File: config.mk
export PLATFORM = sky130hd
export DESIGN_NAME = ata_pio_seq
export DESIGN_NICKNAME = d
export VERILOG_FILES = /design/src/rtl/ata_pio_pkg.sv /design/src/rtl/pio_seq_fsm.sv /design/src/rtl/pio_bus_drv.sv /design/src/rtl/ata_pio_seq.sv
export SDC_FILE = /design/constraint.sdc
export NUM_CORES = 1
export LEC_CHECK = 0
export BUFFER_PORTS_ARGS = -buffer_cell sky130_fd_sc_hd__buf_2
export CORE_MARGIN = 2
export CORE_UTILIZATION = 30
export CTS_BUF_LIST = sky130_fd_sc_hd__clkbuf_4
export CTS_CLUSTER_SIZE = 12
export DETAILED_ROUTE_END_ITERATION = 7
export PLACE_DENSITY_LB_ADDON = 0.05
export SLEW_MARGIN = 10
export SYNTH_ARGS = -nofsm -noshare
export SYNTH_HDL_FRONTEND = slang
export SYNTH_SLANG_ARGS = --single-unit
File: constraint.sdc
create_clock -name clk -period 6.1 [get_ports clk]
set_input_delay 1.22 -clock clk [delete_from_list [all_inputs] [get_ports clk]]
set_output_delay 1.22 -clock clk [all_outputs]
set_load 0.01 [all_outputs]
File: src/rtl/ata_pio_pkg.sv
package ata_pio_pkg;

    localparam int CNT_W  = 4;
    localparam int TMO_W  = 8;
    localparam int DATA_W = 16;
    localparam int SEL_W  = 5;
    localparam int ADR_W  = 3;

    typedef logic [CNT_W-1:0]  cnt_t;
    typedef logic [TMO_W-1:0]  tmo_t;
    typedef logic [DATA_W-1:0] word_t;
    typedef logic [SEL_W-1:0]  sel_t;

    typedef enum logic [1:0] {
        PH_IDLE,
        PH_SETUP,
        PH_STROBE,
        PH_RECOV
    } pio_phase_e;

    typedef struct packed {
        cnt_t setup;
        cnt_t pulse;
        cnt_t recov;
        cnt_t hold;
        tmo_t tmo;
    } pio_timing_t;

    function automatic cnt_t floor_one_cnt(input cnt_t v);
        return (v == '0) ? cnt_t'(1) : v;
    endfunction

    function automatic tmo_t floor_one_tmo(input tmo_t v);
        return (v == '0) ? tmo_t'(1) : v;
    endfunction

endpackage

File: src/rtl/pio_seq_fsm.sv
module pio_seq_fsm
    import ata_pio_pkg::*;
(
    input  logic        clk,
    input  logic        rst,
    input  logic        start,
    input  logic        start_write,
    input  logic        iordy,
    input  pio_timing_t tcfg,
    output pio_phase_e  phase,
    output cnt_t        cnt,
    output logic        txn_write,
    output logic        capture,
    output logic        done,
    output logic        err
);

    cnt_t setup_e, pulse_e, recov_e, hold_e, recov_len;
    tmo_t tmo_e, wait_cnt;
    logic width_met, abort;

    always_comb begin
        setup_e   = floor_one_cnt(tcfg.setup);
        pulse_e   = floor_one_cnt(tcfg.pulse);
        recov_e   = floor_one_cnt(tcfg.recov);
        hold_e    = floor_one_cnt(tcfg.hold);
        tmo_e     = floor_one_tmo(tcfg.tmo);
        recov_len = (txn_write && hold_e > recov_e) ? hold_e : recov_e;
        width_met = (phase == PH_STROBE) && (cnt >= pulse_e);
        capture   = width_met && iordy;
        abort     = width_met && !iordy && (wait_cnt == tmo_e);
    end

    always_ff @(posedge clk) begin
        if (rst) begin
            phase     <= PH_IDLE;
            cnt       <= cnt_t'(1);
            wait_cnt  <= '0;
            txn_write <= 1'b0;
            done      <= 1'b0;
            err       <= 1'b0;
        end else begin
            done <= 1'b0;
            err  <= 1'b0;
            case (phase)
                PH_IDLE: begin
                    if (start) begin
                        phase     <= PH_SETUP;
                        cnt       <= cnt_t'(1);
                        wait_cnt  <= '0;
                        txn_write <= start_write;
                    end
                end
                PH_SETUP: begin
                    if (cnt >= setup_e) begin
                        phase <= PH_STROBE;
                        cnt   <= cnt_t'(1);
                    end else begin
                        cnt <= cnt + cnt_t'(1);
                    end
                end
                PH_STROBE: begin
                    if (!width_met) begin
                        cnt <= cnt + cnt_t'(1);
                    end else if (iordy) begin
                        phase <= PH_RECOV;
                        cnt   <= cnt_t'(1);
                    end else if (abort) begin
                        phase <= PH_IDLE;
                        done  <= 1'b1;
                        err   <= 1'b1;
                    end else begin
                        wait_cnt <= wait_cnt + tmo_t'(1);
                    end
                end
                default: begin
                    if (cnt >= recov_len) begin
                        phase <= PH_IDLE;
                        done  <= 1'b1;
                    end else begin
                        cnt <= cnt + cnt_t'(1);
                    end
                end
            endcase
        end
    end

    AST_ERR_WITH_DONE: assert property (@(posedge clk) disable iff (rst)
        err |-> done);
    AST_DONE_ONE_CYCLE: assert property (@(posedge clk) disable iff (rst)
        done |=> !done);
    AST_STROBE_AFTER_SETUP: assert property (@(posedge clk) disable iff (rst)
        (phase == PH_STROBE && $past(phase) != PH_STROBE) |-> $past(phase) == PH_SETUP);
    AST_PULSE_MIN_WIDTH: assert property (@(posedge clk) disable iff (rst)
        (phase == PH_RECOV && $past(phase) == PH_STROBE) |-> $past(cnt) >= $past(pulse_e));

endmodule

File: src/rtl/pio_bus_drv.sv
module pio_bus_drv
    import ata_pio_pkg::*;
(
    input  logic                 clk,
    input  logic                 rst,
    input  logic                 start,
    input  sel_t                 req_sel,
    input  word_t                req_wdata,
    input  pio_phase_e           phase,
    input  cnt_t                 cnt,
    input  cnt_t                 hold_cfg,
    input  logic                 txn_write,
    input  logic                 capture,
    input  word_t                dd_in,
    output logic [ADR_W-1:0]     dev_addr,
    output logic [1:0]           dev_cs_n,
    output logic                 dior_n,
    output logic                 diow_n,
    output word_t                dd_out,
    output logic                 dd_oe,
    output word_t                rdata
);

    sel_t  sel_q;
    word_t wdata_q;
    cnt_t  hold_e;
    logic  active, strobing;

    always_ff @(posedge clk) begin
        if (rst) begin
            sel_q   <= '0;
            wdata_q <= '0;
            rdata   <= '0;
        end else begin
            if (start) begin
                sel_q   <= req_sel;
                wdata_q <= req_wdata;
            end
            if (capture && !txn_write) begin
                rdata <= dd_in;
            end
        end
    end

    always_comb begin
        hold_e   = floor_one_cnt(hold_cfg);
        active   = (phase != PH_IDLE);
        strobing = (phase == PH_STROBE);
        dev_addr = active ? sel_q[ADR_W-1:0] : '0;
        dev_cs_n = active ? ~sel_q[ADR_W+1:ADR_W] : 2'b11;
        dior_n   = !(strobing && !txn_write);
        diow_n   = !(strobing && txn_write);
        dd_oe    = txn_write && (strobing || (phase == PH_RECOV && cnt <= hold_e));
        dd_out   = dd_oe ? wdata_q : '0;
    end

    AST_OE_WRITE_ONLY: assert property (@(posedge clk) disable iff (rst)
        dd_oe |-> (txn_write && active));
    AST_NO_OE_ON_READ_STROBE: assert property (@(posedge clk) disable iff (rst)
        !dior_n |-> !dd_oe);
    AST_ADDR_HELD: assert property (@(posedge clk) disable iff (rst)
        (active && $past(active)) |-> ($stable(dev_addr) && $stable(dev_cs_n)));

endmodule

File: src/rtl/ata_pio_seq.sv
module ata_pio_seq
    import ata_pio_pkg::*;
(
    input  logic              clk,
    input  logic              rst,
    input  logic              req_valid,
    input  logic              req_write,
    input  logic [SEL_W-1:0]  req_sel,
    input  logic [DATA_W-1:0] req_wdata,
    input  logic [CNT_W-1:0]  cfg_setup,
    input  logic [CNT_W-1:0]  cfg_pulse,
    input  logic [CNT_W-1:0]  cfg_recov,
    input  logic [CNT_W-1:0]  cfg_hold,
    input  logic [TMO_W-1:0]  cfg_tmo,
    output logic              busy,
    output logic              done,
    output logic              err,
    output logic [DATA_W-1:0] rdata,
    output logic [ADR_W-1:0]  dev_addr,
    output logic [1:0]        dev_cs_n,
    output logic              dior_n,
    output logic              diow_n,
    output logic [DATA_W-1:0] dd_out,
    output logic              dd_oe,
    input  logic [DATA_W-1:0] dd_in,
    input  logic              iordy
);

    pio_timing_t tcfg;
    pio_phase_e  phase;
    cnt_t        cnt;
    logic        txn_write, capture, start;

    assign tcfg  = '{setup: cfg_setup, pulse: cfg_pulse, recov: cfg_recov,
                     hold: cfg_hold, tmo: cfg_tmo};
    assign busy  = (phase != PH_IDLE);
    assign start = req_valid && !busy;

    pio_seq_fsm u_fsm (
        .clk         (clk),
        .rst         (rst),
        .start       (start),
        .start_write (req_write),
        .iordy       (iordy),
        .tcfg        (tcfg),
        .phase       (phase),
        .cnt         (cnt),
        .txn_write   (txn_write),
        .capture     (capture),
        .done        (done),
        .err         (err)
    );

    pio_bus_drv u_bus (
        .clk       (clk),
        .rst       (rst),
        .start     (start),
        .req_sel   (req_sel),
        .req_wdata (req_wdata),
        .phase     (phase),
        .cnt       (cnt),
        .hold_cfg  (cfg_hold),
        .txn_write (txn_write),
        .capture   (capture),
        .dd_in     (dd_in),
        .dev_addr  (dev_addr),
        .dev_cs_n  (dev_cs_n),
        .dior_n    (dior_n),
        .diow_n    (diow_n),
        .dd_out    (dd_out),
        .dd_oe     (dd_oe),
        .rdata     (rdata)
    );

    AST_DONE_MEANS_IDLE: assert property (@(posedge clk) disable iff (rst)
        done |-> !busy);

endmodule

**Word-level counts from Yosys, hierarchy flattened**

Cells that the tools add are included.

- Add/subtract/negate cells: 2
- $mul: 0
- Div/mod/pow operators: 0
- $lt $le $gt $ge: 5
- Eq/ne operators: 12
- Shift-type cells: 0
- Multiplexer cells: 32
- Bitwise gates (word level): 2
- Reductions and logical operators: 32

Operators with widths:

| operator | number |
|---|---|
| $mux 4 | 10 |
| $mux 8 | 5 |
| $logic_not 4->1 | 4 |
| $mux 16 | 1 |
| $pmux 8 s2 | 1 |
| $mux 2 | 7 |
| $ge 4x4->1 | 3 |
| $pmux 4 s3 | 1 |
| $logic_and 1x1->1 | 11 |
| $reduce_and 5->1 | 2 |
| $add 8x1->8 const B | 1 |
| $eq 8x8->1 | 1 |
| $logic_not 8->1 | 1 |
| $ne 2x2->1 const B | 4 |
| $ne 3x3->1 const B | 2 |
| $pmux 2 s3 | 1 |
| $logic_not 1->1 | 5 |
| $add 4x1->4 const B | 1 |
| $eq 2x2->1 const B | 2 |
| $gt 4x4->1 | 1 |
| $le 4x4->1 | 1 |
| $mux 1 | 4 |
| $ne 4x3->1 const B | 1 |
| $reduce_bool 2->1 | 2 |
| 12 further kinds | 13 |

- Flip-flop bits (word level): 54
- Bits in latches: 0
- Memory bits (writable): 0
- ROM bits: 0
- Output and inout bits: 43
- Word-level logic and storage cells: 94
- Memories kept: 0

**Depth between registers and ports, before layout**

- Depth in word-level cells: 10
- Gate-level depth with buffers: 14
- Depth with buffers taken out: 14

**Hierarchy**

Synthesis repeated with hierarchy kept, for this count alone.

- Cells, all modules: 402
- Area, all modules: 3468.3 sq um

Modules (own cells, without submodules):

| module | times used | cells an instance | area each (sq um) | sequential area each (sq um) |
|---|---|---|---|---|
| pio_bus_drv | 1 | 225 | 1966.9 | 740.7 |
| pio_seq_fsm | 1 | 175 | 1487.7 | 340.3 |
| ata_pio_seq | 1 | 2 | 13.8 | 0.0 |

**Worst setup path before layout**

OpenSTA, ideal clock, no wires.

- Path type: input to output
- From: input port cfg_hold[3]
- To: output port dd_out[10]
- Arrival: 2.779 ns
- Slack: 2.101 ns
- Stages: 8
- Cell sequence: inv_1 a31oi_1 inv_1 ha_1 and4_1 o311a_1 clkbuf_1 and2_1

- Longest elaborated chain between the ends: 7

Ends and longest elaborated chain:

| element | line | text |
|---|---|---|
| from (decl) | ata_pio_seq.sv:13 | `input logic [CNT_W-1:0] cfg_hold,` |
| $logic_not 4->1 | ata_pio_pkg.sv:30 | `return (v == '0) ? cnt_t'(1) : v;` |
| $mux 4 * | ata_pio_pkg.sv:30 |  |
| $le 4x4->1 * | pio_bus_drv.sv:53 | `dd_oe = txn_write && (strobing \|\| (phase == PH_RECOV && cnt <= hold_e));` |
| $logic_and 1x1->1 * | pio_bus_drv.sv:53 |  |
| $logic_or 1x1->1 * | pio_bus_drv.sv:53 |  |
| $logic_and 1x1->1 * | pio_bus_drv.sv:53 |  |
| named net dd_oe | ata_pio_seq.sv:24 | `output logic dd_oe,` |
| $mux 16 * | pio_bus_drv.sv:54 | `dd_out = dd_oe ? wdata_q : '0;` |
| to (decl) | ata_pio_seq.sv:23 | `output logic [DATA_W-1:0] dd_out,` |

The timed path passes the listed nets; every way through them passes the cells marked *.

**Worst setup path after layout**

- From: input port cfg_hold[2]
- To: output port dd_out[10]

- Longest elaborated chain between the ends: 7

Ends and longest elaborated chain:

| element | line |
|---|---|
| $logic_not 4->1 | ata_pio_pkg.sv:30 |
| $mux 4 * | ata_pio_pkg.sv:30 |
| $le 4x4->1 * | pio_bus_drv.sv:53 |
| $logic_and 1x1->1 * | pio_bus_drv.sv:53 |
| $logic_or 1x1->1 * | pio_bus_drv.sv:53 |
| $logic_and 1x1->1 * | pio_bus_drv.sv:53 |
| $mux 16 * | pio_bus_drv.sv:54 |

Mark *: on every way between the ends. The rest lies on a longest branch, timed or not.

==> flow_summary.ini <==
[global_routing]
grt-ovfl-total = 0
antenna_found_initial = 0
grt_pass1_vias = 2465
grt_max_degree = 47
grt.total_usage_pct = 13.47
grt_pass1_wl_um = 11430

[clock_tree]
h-tree-depth = 2
path_clk_slew_ns = 0.15
cts_resized = 0
post-cts-setup-buffers = 0
cts_sinks = 54
cts_root_buf = clkbuf_4
cts_hold_buf = 0
clk_latency_ns = 0.37
cts_tree = built
clockBufferDepth = 2
numCtsBuffers = 5

[timing]
clock.fmax_ghz = 0.2302
fin_crit_ns = 4.345
rsz0062_at_grt = no
setup_violations = 0
final_max_slew_viol_count = 0
finalHoldViolations = 0
layout_setup_ws_ns = 1.755
tns_ns = 0
hold_ws_ns = 0.4613
slew_headroom_pct = 33.69
skew_ns = 0.01287
min_period_over_period_pct = 71.23
worst_pin_slew_ns = 0.9914

[setup_path]
path_max_fanout = 17
ff2ff_path_depth = 10
critPathKind = in2out
cp.depth = 9
critPathRequiredTime_ns = 4.88
slowest_delay_ns = 0.53
critPathBufInv = 4
path_cells = buf_2 -> inv_1 -> a31oi_1 -> inv_1 -> ha_1 -> and4_1 -> o311a_1 -> and2_1 -> buf_2
cp_slowest_cell = o311a_1
arrival_ns = 3.12
cpLargestDelayFamily = compound AO/OA/AOI/OAI gates
startpoint_type = primary input
cp-end-kind = output pin

[final_layout]
multi_input_area_sq_um = 1685
final_nets = 543
final_common_cell = buf_2
seq_area_sq_um = 1081
drive_gt1_share_pct = 28.29
final_area_sq_um = 3669
n_fill_cell = 1067
area_growth_pct = 25.41
mostFrequentLayoutCells = 108 x buf_2, 54 x dfxtp_1, 53 x nand2_1
stdcell_count = 589
num_antenna_cells = 0

[placed_design]
io_buffers = 108
place_ws_ns = 1.754
placed_area_sq_um = 3567
hpwl_um = 5455
place_congestion = 0.7696
dp_cells = 581

[routing]
ant_nets = 0
via_per_inst = 4.540
drt-total-wl_um = 7316
vias = 2674
drt-pass1-iter-count = 4
drcViolationCount = 0
drt_iter0_drc = 48
wire_per_inst_um = 12.42

[synthesis]
yosysTopAreaCell = dfxtp_1
synthesis.nets = 443
synth_seq_area_share_pct = 36.95
syn-cell-area_sq_um = 2925
synth_seq_cells = 54
netlist_instances = 355
yosys_warnings = 0
synth_edf_count = 0
synth.distinct_cells = 49
async_flop_share_pct = 0
synth_flop_cell = dfxtp_1
netlist_top_cells_area = dfxtp_1 37%, ha_1 9.4%, nand2_1 6.8%, a21oi_1 6.3%, mux2i_1 5.5%
avgSynthCellArea_sq_um = 8.240
synth_top_area_share_pct = 36.95

[floorplan]
start_util_pct = 30.35
die_w_um = 102.7
core_area_sq_um = 9639
die_height_um = 102.7
io_pins = 109
rows = 36
dieArea_sq_um = 10560

[hold_path]
min_path_type = reg2reg
holdPathStages = 2

[outcome]
outcome = complete, no violations

[job]
drv_cap = 0

[power_and_ir_drop]
power.density_nw_per_um2 = 286.9
vdd_drop_max_v = 0.0001526
power.leakage_uw = 0.001721
[layout make-up]
cell class,count,area share (%)
multi-input combinational,262,45.94
sequential,54,29.47
timing repair buffer,109,14.94
tap,133,4.536
inverter,23,2.353
clock inverter,3,1.739
clock buffer,5,1.023
[registers in the layout, indices dropped and copies added (netlist names)]
signal / cells
u_fsm.txn_write: 1
u_fsm.phase: 2
u_fsm.wait_cnt: 8
u_bus.rdata: 16
u_bus.sel_q: 5
u_fsm.cnt: 4
u_fsm.err: 1
u_fsm.done: 1
u_bus.wdata_q: 16
[per-layer routing]
metal,global-route usage (%),part of all wire [%],vias to the layer above
li1,-,-,1413
met1,17.36,48,1196
met2,22.83,46,58
met3,3.390,5.0,7
met4,3.036,1.1,0
met5,0,0,-
[worst register-to-register path, cell delays in order (launching register included)]
cell	delay, ns
dfxtp_1	0.51
o221a_2	0.34
nor2_1	0.06
a21oi_1	0.16
ha_1	0.25
nand2b_1	0.14
a211o_1	0.29
a21oi_1	0.28
o21ai_2	0.15
or3_1	0.36
a211oi_1	0.21
[cell usage after synthesis, types with 2 or more instances]
library cell   n
xor2_1         8
o21a_1         4
o21ai_0        9
a31oi_1        2
or2_2          2
nor2_1        27
clkbuf_1      12
ha_1          22
nor3_1         3
nor4_1         3
mux2i_1       16
nand3_1       11
a21oi_1       37
a211oi_1       3
a211o_1        3
a31o_2         3
nor2b_1        6
or3_1          5
dfxtp_1       54
inv_1         23
and2_1        17
and3_1         2
nand2b_1       5
nand2_1       53
[through the flow]
stage	util, %	power [uW]
final	38.06	1052
after floorplan	-	713.2
after global routing	38.06	1135
after CTS	38.06	1073
after detailed placement	37.01	827.2
after global placement	37.01	824.2
[where the power goes]
part,internal (uW),switching (uW),total (uW)
combinational,147,221,369
sequential,399,43.0,442
clock,126,115,241
[cell families after synthesis]
group,synth area share (%)
compound gates,16.68
flops,36.95
mux,5.475
simple gates,23.14
xor+xnor,2.695
buf+inv,5.646
fa+ha+maj,9.410
[worst paths after layout]
kind,startpoint,slack (ns),to
worst max-delay path,cfg_hold[2],1.76,dd_out[10]
worst min-delay path,u_bus.wdata_q[15],0.46,u_bus.wdata_q[15]
worst max register to register,u_fsm.txn_write,3.29,u_fsm.cnt[3]
worst min register to register,u_bus.wdata_q[15],0.46,u_bus.wdata_q[15]
No activity file was read; power rests on OpenSTA's default activity.
